`config.mk`:
```
export PLATFORM = sky130hd
export DESIGN_NAME = stack_frame_seq
export DESIGN_NICKNAME = d
export VERILOG_FILES = /design/src/rtl/sfs_pkg.sv /design/src/rtl/sfs_frame_plan.sv /design/src/rtl/sfs_addr_gen.sv /design/src/rtl/sfs_restore.sv /design/src/rtl/stack_frame_seq.sv
export SDC_FILE = /design/constraint.sdc
export NUM_CORES = 1
export LEC_CHECK = 0
export BUFFER_PORTS_ARGS = -buffer_cell sky130_fd_sc_hd__buf_4
export CAP_MARGIN = 20
export CORE_MARGIN = 5
export CORE_UTILIZATION = 45
export CTS_CLUSTER_DIAMETER = 120
export DETAILED_ROUTE_END_ITERATION = 6
export PLACE_DENSITY_LB_ADDON = 0.3
export SYNTH_ARGS = -nofsm -noshare
export SYNTH_HDL_FRONTEND = slang
export SYNTH_SLANG_ARGS = --single-unit
```
`constraint.sdc`:
```
create_clock -name clk -period 4 [get_ports clk]
set_input_delay 0.8 -clock clk [delete_from_list [all_inputs] [get_ports clk]]
set_output_delay 0.8 -clock clk [all_outputs]
set_load 0.01 [all_outputs]
```
`src/rtl/sfs_pkg.sv`:
```
package sfs_pkg;

   localparam int FRAME_MAX = 3;
   localparam int IDX_W     = $clog2(FRAME_MAX + 1);

   typedef enum logic [3:0] {
      OP_NONE  = 4'd0,
      OP_CALL  = 4'd1,
      OP_BRK   = 4'd2,
      OP_IRQ   = 4'd3,
      OP_PSHP  = 4'd4,
      OP_PSHS  = 4'd5,
      OP_RET   = 4'd6,
      OP_RETI  = 4'd7,
      OP_RETB  = 4'd8,
      OP_POPP  = 4'd9,
      OP_POPS  = 4'd10
   } sfs_op_e;

   typedef enum logic [2:0] {
      SEL_PCL,
      SEL_PCH,
      SEL_PSW,
      SEL_PRL,
      SEL_PRH
   } sfs_sel_e;

   typedef enum logic [1:0] {
      ST_IDLE,
      ST_XFER,
      ST_FIN
   } sfs_state_e;

   function automatic logic op_known(input logic [3:0] c);
      return (c >= 4'd1) && (c <= 4'd10);
   endfunction

   function automatic logic op_saves(input logic [3:0] c);
      return (c >= 4'd1) && (c <= 4'd5);
   endfunction

   function automatic logic [IDX_W-1:0] op_len(input logic [3:0] c);
      case (c)
         OP_BRK, OP_IRQ, OP_RETI, OP_RETB: return IDX_W'(3);
         OP_PSHS, OP_POPS:                 return IDX_W'(1);
         default:                          return IDX_W'(2);
      endcase
   endfunction

   // Byte chosen for slot k; saves count downward from SP-1, restores upward from SP.
   function automatic sfs_sel_e op_pick(input logic [3:0] c, input logic [IDX_W-1:0] k);
      case (c)
         OP_CALL:         return (k == 0) ? SEL_PCH : SEL_PCL;
         OP_BRK, OP_IRQ:  return (k == 0) ? SEL_PSW : ((k == 1) ? SEL_PCH : SEL_PCL);
         OP_PSHP:         return (k == 0) ? SEL_PRH : SEL_PRL;
         OP_PSHS, OP_POPS: return SEL_PSW;
         OP_POPP:         return (k == 0) ? SEL_PRL : SEL_PRH;
         default:         return (k == 0) ? SEL_PCL : ((k == 1) ? SEL_PCH : SEL_PSW);
      endcase
   endfunction

endpackage

```
`src/rtl/sfs_frame_plan.sv`:
```
module sfs_frame_plan
   import sfs_pkg::*;
(
   input  logic [3:0]       op,
   input  logic [IDX_W-1:0] slot,
   output sfs_sel_e         sel,
   output logic             is_save,
   output logic             is_last,
   output logic [IDX_W-1:0] len
);
   always_comb begin
      len     = op_len(op);
      is_save = op_saves(op);
      sel     = op_pick(op, slot);
      is_last = (slot == len - IDX_W'(1));
   end
endmodule

```
`src/rtl/sfs_addr_gen.sv`:
```
module sfs_addr_gen #(
   parameter int AW    = 16,
   parameter int IDX_W = 2
) (
   input  logic [AW-1:0]    base,
   input  logic [IDX_W-1:0] slot,
   input  logic [IDX_W-1:0] len,
   input  logic             is_save,
   output logic [AW-1:0]    addr,
   output logic [AW-1:0]    sp_next
);
   localparam logic [AW-1:0] ONE = AW'(1);

   always_comb begin
      if (is_save) begin
         addr    = base - ONE - AW'(slot);
         sp_next = base - AW'(len);
      end else begin
         addr    = base + AW'(slot);
         sp_next = base + AW'(len);
      end
   end
endmodule

```
`src/rtl/sfs_restore.sv`:
```
module sfs_restore
   import sfs_pkg::*;
#(
   parameter int DW     = 8,
   parameter int IE_BIT = 7
) (
   input  logic            clk,
   input  logic            rst_n,
   input  logic            rd_stb,
   input  sfs_sel_e        sel,
   input  logic [DW-1:0]   rdata,
   input  logic            clr_ie,
   input  logic [DW-1:0]   psw_src,
   output logic [2*DW-1:0] pc_q,
   output logic [DW-1:0]   psw_q,
   output logic [2*DW-1:0] pair_q
);
   localparam int LANES = 2;

   for (genvar ln = 0; ln < LANES; ln++) begin : g_lane
      localparam sfs_sel_e PC_SEL = (ln == 0) ? SEL_PCL : SEL_PCH;
      localparam sfs_sel_e PR_SEL = (ln == 0) ? SEL_PRL : SEL_PRH;

      always_ff @(posedge clk or negedge rst_n) begin
         if (!rst_n) begin
            pc_q[ln*DW +: DW]   <= '0;
            pair_q[ln*DW +: DW] <= '0;
         end else if (rd_stb) begin
            if (sel == PC_SEL) pc_q[ln*DW +: DW]   <= rdata;
            if (sel == PR_SEL) pair_q[ln*DW +: DW] <= rdata;
         end
      end
   end

   always_ff @(posedge clk or negedge rst_n) begin
      if (!rst_n) begin
         psw_q <= '0;
      end else if (rd_stb && sel == SEL_PSW) begin
         psw_q <= rdata;
      end else if (clr_ie) begin
         psw_q <= psw_src & ~(DW'(1) << IE_BIT);
      end
   end
endmodule

```
`src/rtl/stack_frame_seq.sv`:
```
module stack_frame_seq
   import sfs_pkg::*;
#(
   parameter int               DW       = 8,
   parameter int               AW       = 16,
   parameter int               LEN_W    = 2,
   parameter int               IE_BIT   = 7,
   parameter logic [AW-1:0]    SP_RESET = 16'hFE20
) (
   input  logic             clk,
   input  logic             rst_n,
   input  logic             cmd_valid,
   input  logic [3:0]       cmd,
   input  logic [AW-1:0]    sp_in,
   input  logic [AW-1:0]    pc_in,
   input  logic [LEN_W-1:0] ilen,
   input  logic [DW-1:0]    psw_in,
   input  logic [AW-1:0]    pair_in,
   output logic [AW-1:0]    mem_addr,
   output logic             mem_we,
   output logic [DW-1:0]    mem_wdata,
   output logic             mem_re,
   input  logic [DW-1:0]    mem_rdata,
   output logic             busy,
   output logic             done,
   output logic [AW-1:0]    sp_out,
   output logic [AW-1:0]    pc_out,
   output logic [DW-1:0]    psw_out,
   output logic [AW-1:0]    pair_out
);
   if (AW != 2 * DW) begin : g_bad_width
      $error("stack_frame_seq: AW must be twice DW");
   end
   if (IE_BIT < 0 || IE_BIT >= DW) begin : g_bad_ie
      $error("stack_frame_seq: IE_BIT outside the status word");
   end

   sfs_state_e       state;
   logic [IDX_W-1:0] slot;
   logic [3:0]       op_q;
   logic [AW-1:0]    base_q;
   logic [AW-1:0]    rpc_q;
   logic [DW-1:0]    psw_q;
   logic [AW-1:0]    pair_q;

   sfs_sel_e         sel;
   logic             is_save;
   logic             is_last;
   logic [IDX_W-1:0] len;
   logic [AW-1:0]    sp_next;
   logic             xfer;
   logic             accept;
   logic             clr_ie;
   logic [AW-1:0]    rpc_new;

   assign xfer   = (state == ST_XFER);
   assign accept = (state == ST_IDLE) && cmd_valid && op_known(cmd);
   assign busy   = (state != ST_IDLE);
   assign done   = (state == ST_FIN);

   always_comb begin
      case (cmd)
         OP_CALL: rpc_new = pc_in + AW'(ilen);
         OP_BRK:  rpc_new = pc_in + AW'(1);
         default: rpc_new = pc_in;
      endcase
   end

   sfs_frame_plan u_plan (
      .op      (op_q),
      .slot    (slot),
      .sel     (sel),
      .is_save (is_save),
      .is_last (is_last),
      .len     (len)
   );

   sfs_addr_gen #(.AW(AW), .IDX_W(IDX_W)) u_addr (
      .base    (base_q),
      .slot    (slot),
      .len     (len),
      .is_save (is_save),
      .addr    (mem_addr),
      .sp_next (sp_next)
   );

   always_ff @(posedge clk or negedge rst_n) begin
      if (!rst_n) begin
         state  <= ST_IDLE;
         slot   <= '0;
         op_q   <= OP_NONE;
         base_q <= '0;
         rpc_q  <= '0;
         psw_q  <= '0;
         pair_q <= '0;
         sp_out <= SP_RESET;
      end else begin
         case (state)
            ST_IDLE: if (accept) begin
               state  <= ST_XFER;
               slot   <= '0;
               op_q   <= cmd;
               base_q <= sp_in;
               rpc_q  <= rpc_new;
               psw_q  <= psw_in;
               pair_q <= pair_in;
            end
            ST_XFER: if (is_last) begin
               state  <= ST_FIN;
               sp_out <= sp_next;
            end else begin
               slot <= slot + IDX_W'(1);
            end
            default: state <= ST_IDLE;
         endcase
      end
   end

   assign mem_we = xfer && is_save;
   assign mem_re = xfer && !is_save;

   always_comb begin
      case (sel)
         SEL_PCH: mem_wdata = rpc_q[AW-1:DW];
         SEL_PCL: mem_wdata = rpc_q[DW-1:0];
         SEL_PRH: mem_wdata = pair_q[AW-1:DW];
         SEL_PRL: mem_wdata = pair_q[DW-1:0];
         default: mem_wdata = psw_q;
      endcase
   end

   assign clr_ie = xfer && is_last && (op_q == OP_BRK || op_q == OP_IRQ);

   sfs_restore #(.DW(DW), .IE_BIT(IE_BIT)) u_rest (
      .clk     (clk),
      .rst_n   (rst_n),
      .rd_stb  (mem_re),
      .sel     (sel),
      .rdata   (mem_rdata),
      .clr_ie  (clr_ie),
      .psw_src (psw_q),
      .pc_q    (pc_out),
      .psw_q   (psw_out),
      .pair_q  (pair_out)
   );
endmodule

```
Word level (Yosys, flattened, before mapping)
Index checks and enable logic that the tools add are counted.
- bits in registers: 120
- ROM bits: 0
- output and inout bits: 84
- input bits: 73
- logic and storage cells: 97
- memories: 0
- bits in writable memories: 0
- bits in latches: 0
- mux-type cells: 21
- reduce and logical (&&, ||, !) cells: 28
- add/sub/neg operators: 9
- shift-type cells: 0
- bitwise operators: 0
- eq/ne operators: 22
- multiply operators: 0
- $lt $le $gt $ge: 4
- divide/modulo/power cells: 0
- operator list (cell ; count):
    adder 16 x 2 -> 16 bit ; 3
    2-to-1 mux 16 bit ; 2
    one-hot mux 16 bit (2 select lines) ; 1
    one-hot mux 8 bit (4 select lines) ; 1
    subtractor 16 x 2 -> 16 bit ; 2
    adder 16 x 1 -> 16 bit, second input constant ; 1
    2-to-1 mux 8 bit ; 2
    subtractor 16 x 1 -> 16 bit, second input constant ; 1
    one-hot mux 3 bit (5 select lines) ; 1
    AND reduction 2 bit ; 7
    == test 4 x 2 -> 1 bit, second input constant ; 3
    == test 4 x 3 -> 1 bit, second input constant ; 3
    == test 4 bit, second input constant ; 3
    2-to-1 mux 3 bit ; 4
    one-hot mux 2 bit (2 select lines) ; 3
    2-to-1 mux 2 bit ; 5
    logical AND 1 bit ; 9
    == test 4 x 1 -> 1 bit, second input constant ; 2
    greater-or-equal comparator 4 x 1 -> 1 bit, second input constant ; 2
    == test 3 x 2 -> 1 bit, second input constant ; 2
    != test 2 bit, second input constant ; 3
    nonzero test 2 bit ; 3
    == test 2 x 1 -> 1 bit, second input constant ; 2
    less-or-equal comparator 4 x 3 -> 1 bit, second input constant ; 1
    15 further kinds ; 18

Depth between registers and ports, before layout
Gate-level depths: netlist of the first run.
- depth in word-level cells: 9
- gate-level depth with buffers: 13
- mapped depth without buffers: 12

Modules after synthesis
From an unflattened synthesis of the first run, not the netlist that was laid out.
- cell total of the unflattened synthesis: 769
- area, all modules: 7379.6 um^2
- by module, submodules not included (module ; area each (um^2) ; cells each ; times used ; seq. area each (um^2)):
    stack_frame_seq ; 3854.9 ; 414 ; 1 ; 2011.9
    sfs_restore ; 1636.6 ; 97 ; 1 ; 1001.0
    sfs_addr_gen ; 1550.2 ; 212 ; 1 ; 0.0
    sfs_frame_plan ; 337.8 ; 46 ; 1 ; 0.0

Least setup slack after synthesis of the first run
Ideal clock, no wire load.
- kind: reg2out
- start: register slot[1]
- end: output port mem_addr[13]
- path slack: 755 ps
- stages on the path, launching flop included: 9
- arrival: 2445 ps
- required time: 3200 ps
- buffers on the path: 0
- path through: dfrtp_1 -> inv_1 -> ha_1 -> a211o_1 -> a2111oi_4 -> nand2_1 -> or4_1 -> a21oi_1 -> xor2_1
- longest elaborated chain between the ends: 2
- elaborated cells on any way between the ends: 3
- those cells by class: add/sub (2); mux (1)
- ends and longest elaborated chain (what ; line ; text):
    from (decl) ; stack_frame_seq.sv:39 ; logic [IDX_W-1:0] slot;
    from (signal assigned) ; stack_frame_seq.sv:112 ; slot <= slot + IDX_W'(1);
    adder 16 x 2 -> 16 bit / subtractor 16 x 2 -> 16 bit (equally long branches) ; sfs_addr_gen.sv:19, sfs_addr_gen.sv:16 ;
    2-to-1 mux 16 bit (*) ; sfs_addr_gen.sv:15 ; if (is_save) begin
    to (decl) ; stack_frame_seq.sv:19 ; output logic [AW-1:0] mem_addr,
Every way passes the cells marked *; elsewhere a longest branch is shown, timed or not.

Worst setup path after layout of the first run
- start: register slot[1]
- end: output port mem_wdata[2]
- longest elaborated chain between the ends: 6
- elaborated cells on any way between the ends: 15
- those cells by class: eq/ne (4); mux (9); reduce/logical (2)
- ends and longest elaborated chain (what ; line ; text):
    == test 2 x 1 -> 1 bit ; sfs_pkg.sv:54, sfs_pkg.sv:58 ;
    2-to-1 mux 2 bit / 2-to-1 mux 1 bit (equally long branches) ; sfs_pkg.sv:58, sfs_pkg.sv:54 ;
    2-to-1 mux 3 bit, on equally long branches ; sfs_pkg.sv:58, sfs_pkg.sv:54 ;
    one-hot mux 3 bit (5 select lines) (*) ; sfs_pkg.sv:52 ; case (c)
    == test 3 x 2 -> 1 bit, or another cell as far along ; stack_frame_seq.sv:123 ; case (sel)
    one-hot mux 8 bit (4 select lines) (*) ; stack_frame_seq.sv:123 ;
    to (decl) ; stack_frame_seq.sv:21 ; output logic [DW-1:0] mem_wdata,
Marked as above.

==> impl_metrics.json, run 1 <==
{
  "die_w_microns": 134.2,
  "drive_gt1_frac": 0.3457,
  "cpLargestDelayFamily": "compound AO/OA/AOI/OAI gates",
  "tritoncts": "done",
  "hold_buffers": 0,
  "grt_usage": 0.2125,
  "worstPathRequired_ns": 3.20,
  "reg2reg_depth": 10,
  "dieArea_sq_mm": 0.01801,
  "grt_max_degree": 91,
  "fill_cells": 1249,
  "gp_congestion": 0.8746,
  "grt-ovfl-total": 0,
  "finalHoldViolCount": 0,
  "wirelength_mm": 18.79,
  "synth_top_cell_area_share": 0.4037,
  "clk_latency_ns": 0.42,
  "antenna_found_initial": 0,
  "synth.net_count": 771,
  "synth_area_leaders": "dfrtp_1 (40%), mux2_2 (10%), ha_1 (4.3%)",
  "setup_viol": 0,
  "yosys-top-cells-count": "dfrtp_1 (112), mux2_2 (64), nand2_1 (55), o21ai_0 (48), nor2_1 (44)",
  "fin_cells": 1024,
  "switching_share": 0.4282,
  "worst_pin_slew_ns": 0.9168,
  "synth_top_area_cell": "dfrtp_1",
  "cp.arrival_ns": 3.00,
  "dr.max_layer_used": "met4",
  "final.min_clock_period_ns": 3.802,
  "worstHoldPathType": "flip-flop to flip-flop",
  "drt_iter0_drc": 249,
  "maxCapViolations": 0,
  "r2r_slack_ns": 0.57,
  "ctsLongestPathBuffers": 2,
  "drc": 0,
  "power-per-cell-area_mw_per_mm2": 1026,
  "crit_chain": "inv_2 > ha_1 > nor2_1 > a22oi_1 > o21a_1 > nor2_1 > a32oi_1 > buf_4",
  "initial_core_util": 0.4583,
  "maxSlewViolCount": 0,
  "p_int_uw": 5240,
  "antenna_cells": 0,
  "hold_end": "sp_out[9]$_DFFE_PN1P_",
  "crit_top_cell": "nor2_1",
  "route.met2.wl_mm": 8.942,
  "skew_ns": 0.007718,
  "pwr-share-clk": 0.175,
  "avgSynthCellArea_sq_um": 10.36,
  "synthCells": 670,
  "portBuffers": 156,
  "cp_max_fo": 18,
  "ys_ff_latch": 120,
  "startpoint_type": "flip-flop",
  "yosysUniqueCellTypes": 74,
  "reg2reg_from": "op_q[1]$_DFFE_PN0P_",
  "dr.pass1.iters": 7,
  "grt_pass1_wl_mm": 30.48,
  "coreArea_sq_mm": 0.01515,
  "max_stage_delay_ns": 0.58,
  "syn_area_sq_mm": 0.006942,
  "dpl.hpwl_mm": 13.78,
  "die_h_microns": 134.2,
  "vias": 5773,
  "ant_nets": 0,
  "synth_edf_count": 0,
  "root_buffer": "clkbuf_16",
  "viasPerCell": 5.638,
  "power_leakage_uw": 0.003971,
  "hold_depth": 2,
  "cts.sinks": 120,
  "placed_cells": 991,
  "ys.flop_type": "dfrtp_1",
  "numCtsBuffers": 17,
  "seqPwrFrac": 0.261,
  "min_from": "sp_out[9]$_DFFE_PN1P_",
  "crit_type": "flip-flop to primary output",
  "peakVddDrop_mv": 0.8318,
  "async_flop_share": 1.000,
  "ys_seq_area_frac": 0.4340,
  "wl_met1_mm": 7.751,
  "r2r_end": "sp_out[14]$_DFFE_PN1P_",
  "layout_worst_path_cycle_share": 0.9504,
  "cp_slowest_cell": "o21a_1",
  "setup_tns_ns": 0,
  "rows": 45,
  "dr_wl_met3_mm": 1.630,
  "crit_path_end_kind": "primary output",
  "boundaryPins": 157,
  "synth_most_common_cell": "dfrtp_1",
  "fin_nets": 924,
  "area_growth_pct": 28.66,
  "status": "complete, no violations",
  "synth_warnings": 0,
  "htree_levels": 4,
  "avgRoutedWirePerCell_microns": 18.35,
  "cp.buffers_inverters": 2,
  "relSlewSlack": 0.3888,
  "p_comb_frac": 0.563,
  "rsz0062_at_grt": "false",
  "power.switching_uw": 3924,
  "fmax_ghz": 0.2630,
  "clk_pin_slew_worst_paths_ns": 0.06,
  "grt_pass1_vias": 5964
}
timing repair:
action / in CTS / in global routing
gates resized for setup: 0 / 2
buffers inserted: 0 / 1
endpoints found under the setup margin: 0 / 11
cell families after synthesis:
family | after synthesis | share of synthesized area
simple gates | 191 | 0.1453
flops | 120 | 0.4340
buf+inv | 62 | 0.03929
compound gates | 149 | 0.1462
fa+ha+maj | 28 | 0.05480
xor+xnor | 38 | 0.04795
mux | 82 | 0.1325
state kept, by name, indices dropped and copies added, names as in the netlist:
register       count
base_q            16
op_q               4
pair_q            16
psw_q              8
rpc_q             16
slot               2
sp_out            16
state              2
u_rest.pair_q     16
u_rest.pc_q       16
u_rest.psw_q       8
tightest hold or removal path: cells and delay by family, from the launching register on:
| kind | cells | cell delay [ns] |
|---|---|---|
| AOI/OAI and AO/OA | 1 | 0.06 |
| DFF | 1 | 0.36 |
| and+or+nand+nor | 1 | 0.04 |
layout make-up:
class                           count  area (sq um)  area share
Clock inverter                     14         185.2     0.02073
Sequential cell                   120          3014      0.3375
Multi-Input combinational cell    488          3680      0.4120
Timing Repair Buffer              167          1279      0.1432
Inverter                           29         108.9     0.01219
Clock buffer                       18         429.2     0.04805
Tap cell                          188         235.2     0.02634
power groups by stage:
stage | Sequential, uW | Clock, uW | Combinational (uW)
after CTS | 2390 | 1640 | 5170
final | 2390 | 1610 | 5160
after global routing | 2490 | 1690 | 5630
after detailed placement | 2390 | 0 | 5130
after floorplan | 2320 | 0 | 3230
after global placement | 2360 | 0 | 5000
cell usage in the layout (no fill, tap or decap), types with 3 or more instances in the layout:
master	n
o21a_1	5
nor2b_1	12
or2_1	3
nand4_1	6
buf_4	165
nor2_1	44
a32oi_1	16
ha_1	24
o22ai_1	3
dfrtp_1	111
and3_1	9
a31oi_1	4
mux2_1	15
nand3_1	23
nand2b_1	7
mux2i_1	3
a211o_1	3
fa_1	4
nor3_1	4
or4_1	4
xnor2_1	17
inv_1	27
clkinv_4	3
o2111a_1	4
o21ai_1	3
inv_6	7
bufinv_16	3
a21o_1	4
mux2_2	64
nand2_1	55
and2_1	3
xor2_1	21
o21ai_0	48
clkbuf_16	17
a221o_1	4
a21oi_1	30
dfstp_2	8
stage by stage:
step	util	hold WS [ns]	power (uW)	worst slack, ns	area, sq um
4_1_cts	0.5891	0.4818	9203	0.03091	8922
3_5_place_dp	0.5485	0.4723	7523	0.2823	8308
5_1_grt	0.5897	0.4872	9813	0.006675	8931
3_3_place_gp	0.5485	0.4702	7362	0.4130	8308
2_1_floorplan	-	0.4753	5551	0.7554	6942
6_report	0.5897	0.4764	9164	0.1983	8931
worst max-delay path by stage:
stage | depth (start not counted) | endpoint | startpoint
6_report | 8 | mem_wdata[2] | slot[1]$_DFFE_PN0P_
5_1_grt | 7 | mem_wdata[7] | op_q[1]$_DFFE_PN0P_
4_1_cts | 9 | mem_addr[13] | slot[1]$_DFFE_PN0P_
3_5_place_dp | 13 | rpc_q[14]$_DFFE_PN0P_ | cmd[2]
3_3_place_gp | 13 | rpc_q[12]$_DFFE_PN0P_ | cmd[2]
2_1_floorplan | 8 | mem_addr[13] | slot[1]$_DFFE_PN0P_
metal layers:
layer  track usage  vias up
li1              -     2726
met4       0.08428        0
met2        0.3383      204
met3       0.08777       36
met1        0.2570     2807
met5             0        -
Power figures use the tool's default switching activity.
==> run 2, diff against run 1 <==
--- a/config.mk
+++ b/config.mk
@@ -7,2 +7,3 @@
 export LEC_CHECK = 0
+export ABC_AREA = 1
 export BUFFER_PORTS_ARGS = -buffer_cell sky130_fd_sc_hd__buf_4
--- a/constraint.sdc
+++ b/constraint.sdc
@@ -3,2 +3,2 @@
 set_output_delay 0.8 -clock clk [all_outputs]
-set_load 0.01 [all_outputs]
+set_load 0.02 [all_outputs]
==> impl_metrics.json, run 2 <==
{
  "synthCells": 990,
  "cp.arrival_ns": 2.80,
  "power_leakage_uw": 0.004878,
  "grt_pass1_vias": 6628,
  "crit_chain": "inv_1 > ha_1 > o21ai_0 > nand2_1 > inv_1 > nand2_1 > nand2_1 > inv_1 > nand4_1 > buf_4",
  "boundaryPins": 157,
  "portBuffers": 156,
  "cpLargestDelayFamily": "buffers and inverters",
  "yosysUniqueCellTypes": 44,
  "fin_nets": 1241,
  "grt-ovfl-total": 0,
  "wl_met1_mm": 9.400,
  "crit_type": "flip-flop to primary output",
  "dr_wl_met3_microns": 844,
  "worst_pin_slew_ns": 0.9184,
  "cp_slowest_cell": "nand2_1",
  "route.met2.wl_mm": 9.019,
  "syn_area_sq_mm": 0.007407,
  "maxCapViolations": 0,
  "max_stage_delay_ns": 0.41,
  "avgSynthCellArea_sq_um": 7.482,
  "crit_path_end_kind": "primary output",
  "async_flop_share": 1.000,
  "avgRoutedWirePerCell_microns": 14.30,
  "cp.buffers_inverters": 4,
  "ys.flop_type": "dfrtp_1",
  "dr.max_layer_used": "met4",
  "grt_usage": 0.2030,
  "status": "complete, no violations",
  "ant_nets": 0,
  "htree_levels": 4,
  "setup_tns_ns": 0,
  "peakVddDrop_mv": 1.038,
  "clk_pin_slew_worst_paths_ns": 0.06,
  "synth_edf_count": 0,
  "die_h_microns": 138.3,
  "drt_iter0_drc": 392,
  "synth_top_cell_area_share": 0.3784,
  "dr.pass1.iters": 5,
  "drive_gt1_frac": 0.2125,
  "root_buffer": "clkbuf_16",
  "gp_congestion": 0.9244,
  "power_uw": 9923,
  "grt_max_degree": 121,
  "hold_buffers": 0,
  "synth.net_count": 1091,
  "dieArea_sq_mm": 0.01913,
  "viasPerCell": 4.964,
  "cts.repair.resized": 0,
  "ctsLongestPathBuffers": 2,
  "final_common_cell": "nand2_1",
  "setup_viol": 0,
  "layout_common_cells": "nand2_1 (380), buf_4 (158), dfrtp_1 (112), inv_1 (76), nand3_1 (72)",
  "rsz0062_at_grt": "false",
  "dpl.hpwl_mm": 14.87,
  "fin_util": 0.5689,
  "die_w_microns": 138.3,
  "ys_ff_latch": 120,
  "synth_most_common_cell": "nand2_1",
  "clk_latency_ns": 0.41,
  "ys_seq_area_frac": 0.4068,
  "skew_ns": 0.006786,
  "antenna_found_initial": 0,
  "maxSlewViolCount": 0,
  "yosys-top-cells-count": "nand2_1 (380), dfrtp_1 (112), inv_1 (76), nand3_1 (72), nor2_1 (69)",
  "relSlewSlack": 0.3871,
  "placed_cells": 1341,
  "synth_top_area_cell": "dfrtp_1",
  "worstPathRequired_ns": 3.20,
  "post_cts_buffers": 0,
  "synth_warnings": 0,
  "final.min_clock_period_ns": 3.598,
  "cp_max_fo": 11,
  "finalHoldViolCount": 0,
  "vias": 6816,
  "synth_area_leaders": "dfrtp_1 (38%), nand2_1 (19%), nand3_1 (4.9%)",
  "numCtsBuffers": 17,
  "cts.sinks": 120,
  "initial_core_util": 0.4531,
  "coreArea_sq_mm": 0.01635,
  "fin_cells": 1373,
  "tritoncts": "done",
  "grt_pass1_wl_mm": 32.06,
  "startpoint_type": "flip-flop",
  "drc": 0,
  "setup_ws_ns": 0.4020,
  "fmax_ghz": 0.2779,
  "layout_worst_path_cycle_share": 0.8995,
  "rows": 47,
  "area_growth_pct": 25.56,
  "pre_cts_ws_ns": 0.8555,
  "antenna_cells": 0,
  "power-per-cell-area_mw_per_mm2": 1067,
  "worstHoldPathType": "flip-flop to flip-flop",
  "wirelength_mm": 19.63
}
run 2: path summary, 6_finish.rpt:
kind                       cells after the start                    from  slack (ns)                           end
hold reg to reg                                2  sp_out[10]$_DFFE_PN1P_        0.46        sp_out[10]$_DFFE_PN1P_
setup reg to reg                              14     op_q[2]$_DFFE_PN0P_        0.94         sp_out[9]$_DFFE_PN1P_
hold / removal                                 2  sp_out[10]$_DFFE_PN1P_        0.46        sp_out[10]$_DFFE_PN1P_
max in group asynchronous                      2                   rst_n        3.04  u_rest.pair_q[8]$_DFFE_PN0P_
min in group asynchronous                      2                   rst_n        0.47        base_q[15]$_DFFE_PN0P_
setup / recovery                              10     slot[1]$_DFFE_PN0P_        0.40                  mem_wdata[2]
run 2: layer usage:
metal,GRT usage,up-vias
li1,-,3487
met1,0.2840,3129
met2,0.3222,165
met3,0.04351,35
met4,0.05356,0
met5,0,-
run 2: final cells by class:
| cell class | count | area [sq um] |
|---|---|---|
| Sequential cell | 120 | 3013 |
| Fill cell | 1597 | 7048 |
| Multi-Input combinational cell | 759 | 3911 |
| Clock inverter | 12 | 116.4 |
| Clock buffer | 20 | 456.7 |
| Inverter | 83 | 321.6 |
| Timing Repair Buffer | 159 | 1206 |
| Tap cell | 220 | 275.3 |
run 2: worst register-to-register path, cell delays in order (launching register included):
cell and delay [ns]:
dfrtp_1 0.43, nor2_2 0.21, nand2_1 0.09, nand2_2 0.35, inv_2 0.35, ha_1 0.47, nand2_1 0.07, o21ai_0 0.39
nand2_1 0.09, nand2_1 0.15, nand2_1 0.07, nand2_1 0.07, xor2_1 0.14, nand2_1 0.06, nand2_1 0.06
run 2: stage by stage:
| step | area, sq um | hold slack (ns) |
|---|---|---|
| floorplan | 7407 | 0.4422 |
| global placement | 8727 | 0.4544 |
| detailed placement | 8727 | 0.4570 |
| CTS | 9300 | 0.4674 |
| global route | 9300 | 0.4895 |
| finish | 9300 | 0.4632 |
run 2: cells by family (layout without fill, tap and decap cells):
| logic type | Yosys count | count (layout) | share of synthesized area |
|---|---|---|---|
| buf+inv | 111 | 274 | 0.06672 |
| flops | 120 | 120 | 0.4068 |
| compound gates | 106 | 106 | 0.07922 |
| fa+ha+maj | 28 | 28 | 0.05135 |
| xor+xnor | 33 | 33 | 0.03902 |
| simple gates | 592 | 592 | 0.3569 |
run 2: where the power goes:
| part | switching [uW] | total (uW) | internal, uW |
|---|---|---|---|
| logic | 3940 | 6130 | 2190 |
| registers | 475 | 2320 | 1850 |
| clock network | 580 | 1470 | 893 |
